## src/rtl/irq_src_cond_pkg.sv

```systemverilog
package irq_src_cond_pkg;

  typedef enum logic [2:0] {
    RS_MASK_SET = 3'd0,
    RS_MASK_CLR = 3'd1,
    RS_SW_SET   = 3'd2,
    RS_SW_CLR   = 3'd3,
    RS_TRIG     = 3'd4,
    RS_POL      = 3'd5,
    RS_FAST     = 3'd6,
    RS_STAT     = 3'd7
  } reg_sel_e;

endpackage

```

## src/rtl/irq_rst_sync.sv

```systemverilog
module irq_rst_sync (
  input  logic clk,
  input  logic rst_ni,
  output logic rst_no
);

  logic [1:0] stage_q;

  always_ff @(posedge clk or negedge rst_ni) begin
    if (!rst_ni) stage_q <= 2'b00;
    else         stage_q <= {stage_q[0], 1'b1};
  end

  assign rst_no = stage_q[1];

endmodule

```

## src/rtl/irq_in_sync.sv

```systemverilog
module irq_in_sync #(
  parameter int W = 32
) (
  input  logic         clk,
  input  logic         rst_n,
  input  logic [W-1:0] d,
  output logic [W-1:0] q_now,
  output logic [W-1:0] q_prev
);

  logic [W-1:0] meta_q, sync_q, prev_q;

  always_ff @(posedge clk or negedge rst_n) begin
    if (!rst_n) begin
      meta_q <= '0;
      sync_q <= '0;
      prev_q <= '0;
    end else begin
      meta_q <= d;
      sync_q <= meta_q;
      prev_q <= sync_q;
    end
  end

  assign q_now  = sync_q;
  assign q_prev = prev_q;

endmodule

```

## src/rtl/irq_cond_bank.sv

```systemverilog
module irq_cond_bank #(
  parameter int NSRC = 32
) (
  input  logic            clk,
  input  logic            rst_n,
  input  logic [NSRC-1:0] lvl,
  input  logic [NSRC-1:0] prev,
  input  logic [NSRC-1:0] trig_edge,
  input  logic [NSRC-1:0] pol_eff,
  input  logic [NSRC-1:0] set_cmd,
  input  logic [NSRC-1:0] clr_cmd,
  output logic [NSRC-1:0] latch,
  output logic [NSRC-1:0] edge_evt,
  output logic [NSRC-1:0] pend
);

  logic [NSRC-1:0] latch_d, latch_q;

  for (genvar i = 0; i < NSRC; i++) begin : g_src
    logic act_lvl, evt_raw;
    assign act_lvl     = pol_eff[i] ? lvl[i] : ~lvl[i];
    assign evt_raw     = pol_eff[i] ? (lvl[i] & ~prev[i]) : (~lvl[i] & prev[i]);
    assign edge_evt[i] = trig_edge[i] & evt_raw;

    always_comb begin
      if (!trig_edge[i]) latch_d[i] = 1'b0;
      else               latch_d[i] = edge_evt[i] | set_cmd[i] | (latch_q[i] & ~clr_cmd[i]);
    end

    assign pend[i] = trig_edge[i] ? latch_q[i] : act_lvl;
  end

  always_ff @(posedge clk or negedge rst_n) begin
    if (!rst_n) latch_q <= '0;
    else        latch_q <= latch_d;
  end

  assign latch = latch_q;

endmodule

```

## src/rtl/irq_req_out.sv

```systemverilog
module irq_req_out #(
  parameter int NSRC = 32
) (
  input  logic            clk,
  input  logic            rst_n,
  input  logic [NSRC-1:0] pend,
  input  logic [NSRC-1:0] mask,
  input  logic [NSRC-1:0] fast,
  output logic            irq_n,
  output logic            fiq_n
);

  localparam logic [NSRC-1:0] SRC0 = {{(NSRC-1){1'b0}}, 1'b1};

  logic [NSRC-1:0] live, fast_sel;
  logic irq_d, fiq_d, irq_q, fiq_q;

  always_comb begin
    fast_sel = fast | SRC0;
    live     = pend & mask;
    fiq_d    = ~|(live & fast_sel);
    irq_d    = ~|(live & ~fast_sel);
  end

  always_ff @(posedge clk or negedge rst_n) begin
    if (!rst_n) begin
      irq_q <= 1'b1;
      fiq_q <= 1'b1;
    end else begin
      irq_q <= irq_d;
      fiq_q <= fiq_d;
    end
  end

  assign irq_n = irq_q;
  assign fiq_n = fiq_q;

endmodule

```

## src/rtl/irq_src_cond.sv

```systemverilog
module irq_src_cond
  import irq_src_cond_pkg::*;
#(
  parameter int              NSRC    = 32,
  parameter int              IDW     = $clog2(NSRC),
  parameter logic [NSRC-1:0] EXT_SRC = 32'hF000_0001
) (
  input  logic            clk,
  input  logic            rst_ni,
  input  logic [NSRC-1:0] src_in,
  input  logic            bus_we,
  input  logic [2:0]      bus_addr,
  input  logic [NSRC-1:0] bus_wdata,
  output logic [NSRC-1:0] bus_rdata,
  input  logic            ivr_rd,
  input  logic [IDW-1:0]  cur_id,
  input  logic            fvr_rd,
  output logic            irq_n,
  output logic            fiq_n
);

  logic            rst_n;
  logic [NSRC-1:0] lvl, prev, latch, edge_evt, pend;
  logic [NSRC-1:0] mask_q, mask_d, trig_q, trig_d, pol_q, pol_d, fast_q, fast_d;
  logic [NSRC-1:0] pol_eff, set_cmd, clr_cmd, auto_clr;
  logic            mask_en, trig_en, pol_en, fast_en;
  reg_sel_e        sel;

  irq_rst_sync u_rst (.clk(clk), .rst_ni(rst_ni), .rst_no(rst_n));

  irq_in_sync #(.W(NSRC)) u_sync (
    .clk(clk), .rst_n(rst_n), .d(src_in), .q_now(lvl), .q_prev(prev)
  );

  assign sel = reg_sel_e'(bus_addr);

  // register file: next-state
  always_comb begin
    mask_en = bus_we && (sel == RS_MASK_SET || sel == RS_MASK_CLR);
    trig_en = bus_we && (sel == RS_TRIG);
    pol_en  = bus_we && (sel == RS_POL);
    fast_en = bus_we && (sel == RS_FAST);
    mask_d  = (sel == RS_MASK_SET) ? (mask_q | bus_wdata) : (mask_q & ~bus_wdata);
    trig_d  = bus_wdata;
    pol_d   = bus_wdata;
    fast_d  = bus_wdata;
  end

  // register file: state with explicit clock enables
  always_ff @(posedge clk or negedge rst_n) begin
    if (!rst_n) begin
      mask_q <= '0;
      trig_q <= '0;
      pol_q  <= '1;
      fast_q <= '0;
    end else begin
      if (mask_en) mask_q <= mask_d;
      if (trig_en) trig_q <= trig_d;
      if (pol_en)  pol_q  <= pol_d;
      if (fast_en) fast_q <= fast_d;
    end
  end

  // polarity applies to external sources; internal ones are active high
  for (genvar i = 0; i < NSRC; i++) begin : g_pol
    if (EXT_SRC[i]) begin : g_ext
      assign pol_eff[i] = pol_q[i];
    end else begin : g_int
      assign pol_eff[i] = 1'b1;
    end

    if (i == 0) begin : g_fast0
      assign auto_clr[i] = fvr_rd | (ivr_rd && cur_id == IDW'(i) && !fast_q[i]);
    end else begin : g_norm
      assign auto_clr[i] = ivr_rd && cur_id == IDW'(i) && !fast_q[i];
    end
  end

  always_comb begin
    set_cmd = (bus_we && sel == RS_SW_SET) ? (bus_wdata & trig_q) : '0;
    clr_cmd = auto_clr | ((bus_we && sel == RS_SW_CLR) ? (bus_wdata & trig_q) : '0);
  end

  irq_cond_bank #(.NSRC(NSRC)) u_bank (
    .clk(clk), .rst_n(rst_n), .lvl(lvl), .prev(prev),
    .trig_edge(trig_q), .pol_eff(pol_eff),
    .set_cmd(set_cmd), .clr_cmd(clr_cmd),
    .latch(latch), .edge_evt(edge_evt), .pend(pend)
  );

  irq_req_out #(.NSRC(NSRC)) u_req (
    .clk(clk), .rst_n(rst_n), .pend(pend), .mask(mask_q), .fast(fast_q),
    .irq_n(irq_n), .fiq_n(fiq_n)
  );

  always_comb begin
    bus_rdata = '0;
    unique case (sel)
      RS_MASK_SET, RS_MASK_CLR: bus_rdata = mask_q;
      RS_SW_SET, RS_SW_CLR:     bus_rdata = pend;
      RS_TRIG:                  bus_rdata = trig_q;
      RS_POL:                   bus_rdata = pol_q;
      RS_FAST:                  bus_rdata = fast_q;
      RS_STAT:                  bus_rdata[1:0] = {~fiq_n, ~irq_n};
      default:                  bus_rdata = '0;
    endcase
  end

endmodule

```

## config.mk

```make
export PLATFORM = sky130hd
export DESIGN_NAME = irq_src_cond
export DESIGN_NICKNAME = d
export VERILOG_FILES = /design/src/rtl/irq_src_cond_pkg.sv /design/src/rtl/irq_rst_sync.sv /design/src/rtl/irq_in_sync.sv /design/src/rtl/irq_cond_bank.sv /design/src/rtl/irq_req_out.sv /design/src/rtl/irq_src_cond.sv
export SDC_FILE = /design/constraint.sdc
export NUM_CORES = 1
export LEC_CHECK = 0
export BUFFER_PORTS_ARGS = -buffer_cell sky130_fd_sc_hd__buf_2
export CAP_MARGIN = 20
export CELL_PAD_IN_SITES_DETAIL_PLACEMENT = 2
export CELL_PAD_IN_SITES_GLOBAL_PLACEMENT = 2
export CORE_MARGIN = 2
export CORE_UTILIZATION = 44
export CTS_CLUSTER_SIZE = 12
export DETAILED_ROUTE_END_ITERATION = 10
export PLACE_DENSITY_LB_ADDON = 0.1
export RECOVER_POWER = 25
export SYNTH_ARGS = -nofsm -noshare
export SYNTH_HDL_FRONTEND = slang
export SYNTH_HIERARCHICAL = 1
export SYNTH_SLANG_ARGS = --single-unit
```

## constraint.sdc

```tcl
create_clock -name clk -period 15.3 [get_ports clk]
set_clock_uncertainty 0.1 [all_clocks]
set_input_delay 2.295 -clock clk [delete_from_list [all_inputs] [get_ports clk]]
set_output_delay 2.295 -clock clk [all_outputs]
set_load 0.005 [all_outputs]
```

After elaboration in Yosys (flattened, before gate mapping)

Cells that the tools add are included.

Register bits after elaboration: 260
Output and inout port bits: 34
Logic and storage cells: 485

Equality and inequality tests: 38
Multiplexer cells: 79
Bitwise logic cells: 246
Reductions and logical operators: 111

Operators with widths:

| cell                 | number |
|---|---|
| $and A32 B32 Y32     | 5 |
| $pmux W30 S5         | 1 |
| $and A1 B1 Y1        | 101 |
| $mux W32             | 3 |
| $eq A5 B5 Y1 const B | 16 |
| $mux W1              | 74 |
| $not A1 Y1           | 71 |
| $logic_and A1 B1 Y1  | 70 |
| $or A1 B1 Y1         | 65 |
| $not A32 Y32         | 2 |
| $or A32 B32 Y32      | 2 |
| $reduce_or A32 Y1    | 2 |
| $eq A5 B4 Y1 const B | 8 |
| $logic_not A1 Y1     | 34 |
| $eq A5 B3 Y1 const B | 4 |
| $eq A3 B3 Y1 const B | 4 |
| $pmux W2 S6          | 1 |
| $eq A5 B2 Y1 const B | 2 |
| $eq A3 B2 Y1 const B | 2 |
| $eq A5 B1 Y1 const B | 1 |
| $logic_not A5 Y1     | 1 |
| $reduce_or A2 Y1     | 2 |
| $eq A3 B1 Y1 const B | 1 |
| $logic_not A3 Y1     | 1 |
| $logic_or A1 B1 Y1   | 1 |

Longest topological paths before layout

Depth after elaboration: 9
Depth in mapped cells: 8

By module

The synthesis kept the hierarchy.

Modules (own cells, without submodules):

| module        | times used | cells an instance | area an instance (µm²) | seq. area each (µm²) |
|---|---|---|---|---|
| irq_src_cond  | 1          | 550               | 7034.2                 | 3243.1 |
| irq_cond_bank | 1          | 288               | 2682.6                 | 800.8 |
| irq_in_sync   | 1          | 96                | 2402.3                 | 2402.3 |
| irq_req_out   | 1          | 93                | 565.5                  | 52.6 |
| irq_rst_sync  | 1          | 3                 | 53.8                   | 50.0 |

Least setup slack after synthesis

OpenSTA, ideal clock, no wires.

Path kind: input port to output port
From: input port bus_addr[0]
To: output port bus_rdata[10]
Arrival: 3.311 ns
Required time: 12.905 ns
Setup slack: 9.594 ns
Cell stages on the path: 4
Cells stage by stage: buf_6 buf_6 mux2_2 mux4_2

Word-level cells in the longest chain between the ends: 3

RTL lines:

| what                                       | RTL line           | RTL |
|---|---|---|
| start: declaration                         | irq_src_cond.sv:12 | `input logic [2:0] bus_addr,` |
| $eq A3 B2 Y1, or another cell as far along | irq_src_cond.sv:98 | `unique case (sel)` |
| $reduce_or A2 Y1                           | irq_src_cond.sv:98 |  |
| $pmux W30 S5 (*)                           | irq_src_cond.sv:98 |  |
| end: declaration                           | irq_src_cond.sv:14 | `output logic [NSRC-1:0] bus_rdata,` |

Mark *: on every way between the ends. The rest lies on a longest branch, timed or not.

Worst setup path in the final report

From: input port bus_addr[0]
To: output port bus_rdata[28]

The elaborated chain is that of the path after synthesis.

==> PnR_summary.wiki <==
{| class="wikitable"
! Metric !! Value
|-
| Cell-by-cell listing of the critical path || buf_2 -> buf_4 -> mux2_2 -> mux4_2 -> buf_2
|-
| Critical Path RT || 12.90 ns
|-
| Critical path startpoint || bus_addr[0]
|-
| Int Power || 1.42 mW
|-
| Min-delay src || u_sync/meta_q[17]$_DFF_PN0_
|-
| Source-to-sink clock delay at the later pin of the worst-skew pair || approximately 0.56 ns
|-
| Number of iterations in the first detailed-routing pass || 5
|-
| Ratio of cells with drive above 1 in the final layout || 30.3%
|-
| Overall routing resource usage || approximately 28%
|-
| Maximum number of pins on one net before global-route repair || 166
|-
| Clock-pin slew reported for the worst setup and hold paths after clock tree synthesis || 0.06 ns
|-
| DRC violation count after routing || 0
|-
| Routed vias || 9,179
|-
| Hold Violations, Final || 0
|-
| Wire length of the first global-routing pass || around 64 mm
|-
| Cell area after synthesis || 12,500 sq um
|-
| Post-DP HPWL || about 27 mm
|-
| Max frequency || roughly 0.15 GHz
|-
| Comb pwr share || 16.5%
|-
| Setup tns final || 0 ns
|-
| Actual slew at the worst max-slew pin || 2.76 ns
|-
| Post-placement worst setup slack || about 8.7 ns
|-
| Die footprint || 29,800 sq um
|-
| Startpoint type of the worst setup path || input port
|-
| Post-synthesis instance total || 998
|-
| Clock tree from TritonCTS || done
|-
| Number of setup violations in the final report || 0
|-
| Average wire per standard cell || roughly 26 um
|-
| DR iter-0 viols || about 470
|-
| Net Sw Frac || 28.7%
|-
| Crit-path max cell delay || 0.75 ns
|-
| GP Congestion || 0.800
|-
| Critical-path top delay cell || sky130_fd_sc_hd__buf_4
|-
| Worst max-slew margin expressed relative to the limit || -83.8%
|-
| Post-DR vias/cell || 5.75
|-
| Arrival time at the worst endpoint || 4.20 ns
|-
| Number of antenna violations at the first check in global routing || 0
|-
| Violations in the final reports || max-capacitance violations, max-slew violations
|-
| Power per cell area || 135 nW/um^2
|-
| Max-Cap Viols || 2
|-
| Setup repair after global routing missed its margin || false
|-
| H-tree depth || 1
|-
| Worst min-delay path class || reg2reg
|-
| Number of placed I/O pins || 111
|-
| Buffers from clock root to sink, at most || 3
|-
| Path type of the worst setup path || in2out
|-
| Post-route clock period utilization || 43.1%
|-
| Final period demand of the worst path || 6.60 ns
|-
| Area growth syn-to-layout || 17.9%
|-
| Fillers || 2,735
|-
| Net switching power figure || 0.572 mW
|-
| Sequential share of power || between 40% and 50%
|-
| Maximum net fanout on the critical path || 71
|-
| Number of hold buffers added after cts || 0
|-
| Leakage || between 6 and 7 nW
|-
| Via count of the first global-routing pass || 10,100
|-
| Endpoint class of the critical path || output pin
|-
| Number of pins exceeding their max-slew limit in the final report || 96
|-
| Critical R2R Launch || u_rst/stage_q[1]$_DFF_PN0_
|-
| Input/output buffers || 110
|-
| Maximum vdd ir drop || just under 0.09 mV
|-
| Post_cts resized || 0
|-
| CTS Buf Count || 31
|-
| Horizontal die dimension || 173 um
|-
| Die extent in y || 173 um
|-
| Number of nets with antenna violations after detailed routing || 0
|-
| Total overflow reported by the global router || 0
|-
| Yosys warns || 6
|-
| WL final || 41.0 mm
|-
| Initial standard-cell utilization of the core || between 40% and 50%
|-
| Final net count || 1,270
|-
| Most common cell after layout, fill and taps aside || sky130_fd_sc_hd__dfrtp_1
|-
| Mean post-synth cell area || 12.5 sq um
|-
| Crit-path most repeated cell || sky130_fd_sc_hd__buf_2
|-
| Antenna cell count || 0
|-
| Clock net sink count || 260
|-
| Clock group share of total power || 37.6%
|-
| Number of cell rows || 61
|-
| Result of the run || complete, but fails checks
|-
| Number of setup buffers added after CTS || 0
|-
| Commonest non-fill, non-tap cells in the layout || 226 x sky130_fd_sc_hd__dfrtp_1, 125 x sky130_fd_sc_hd__nand2_1, 118 x sky130_fd_sc_hd__mux2_2, 109 x sky130_fd_sc_hd__buf_2, 82 x sky130_fd_sc_hd__conb_1
|-
| Setup ws final || 8.70 ns
|-
| Core ar. || roughly 28,000 sq um
|-
| Clock root buffer || sky130_fd_sc_hd__clkbuf_16
|}
area by class of cell:
type,count,area (sq um),share of cell area [%]
sequential,260,6550,44.5
timing repair buffer,122,648,4.40
tap,378,473,3.21
multi-input combinational,778,6020,40.9
clock buffer,45,928,6.30
clock inverter,12,110,0.747
critical path, delay by kind of cell:
family | cells | cell delay (ns)
buffers and inverters | 3 | 0.97
muxes | 2 | 0.91
per-layer routing:
layer	vias up	routed length, um	track usage, %
met5	-	0	0
met4	0	1150	7.41
met3	67	1660	3.85
met2	208	20600	48.9
met1	4904	17600	36.6
li1	4000	-	-
power groups by stage:
stage                     combinational, mW  sequential [mW]  clock (mW)
final                                 0.328            0.914       0.748
after global routing                  0.356            0.929       0.789
after CTS                             0.329            0.913       0.760
after detailed placement              0.322            0.921           0
after global placement                0.306            0.914           0
after floorplan                       0.217            0.880           0
worst paths after layout:
path	end	slack, ns	depth (start not counted)
min reg2reg	u_sync/q_now[17]$_DFF_PN0_	0.24	0
max	bus_rdata[28]	8.70	5
max reg2reg	u_bank/latch[29]$_DFF_PN0_	10.57	2
min in group asynchronous	u_bank/latch[15]$_DFF_PN0_	0.68	0
min	u_sync/q_now[17]$_DFF_PN0_	0.24	0
max in group asynchronous	u_bank/latch[29]$_DFF_PN0_	10.57	2
metrics by stage:
step / hold WS, ns / area, sq um / utilization [%] / power, mW / std cells
after floorplan: 0.231 / 12800 / - / 1.10 / 1078
after global placement: 0.232 / 13700 / 49.2 / 1.22 / 1538
after detailed placement: 0.236 / 13700 / 49.2 / 1.24 / 1538
after CTS: 0.246 / 14700 / 52.9 / 2.00 / 1595
after global routing: 0.252 / 14700 / 52.9 / 2.07 / 1595
final: 0.244 / 14700 / 52.9 / 1.99 / 1595
Note: power is estimated with default switching activity, not from simulation.
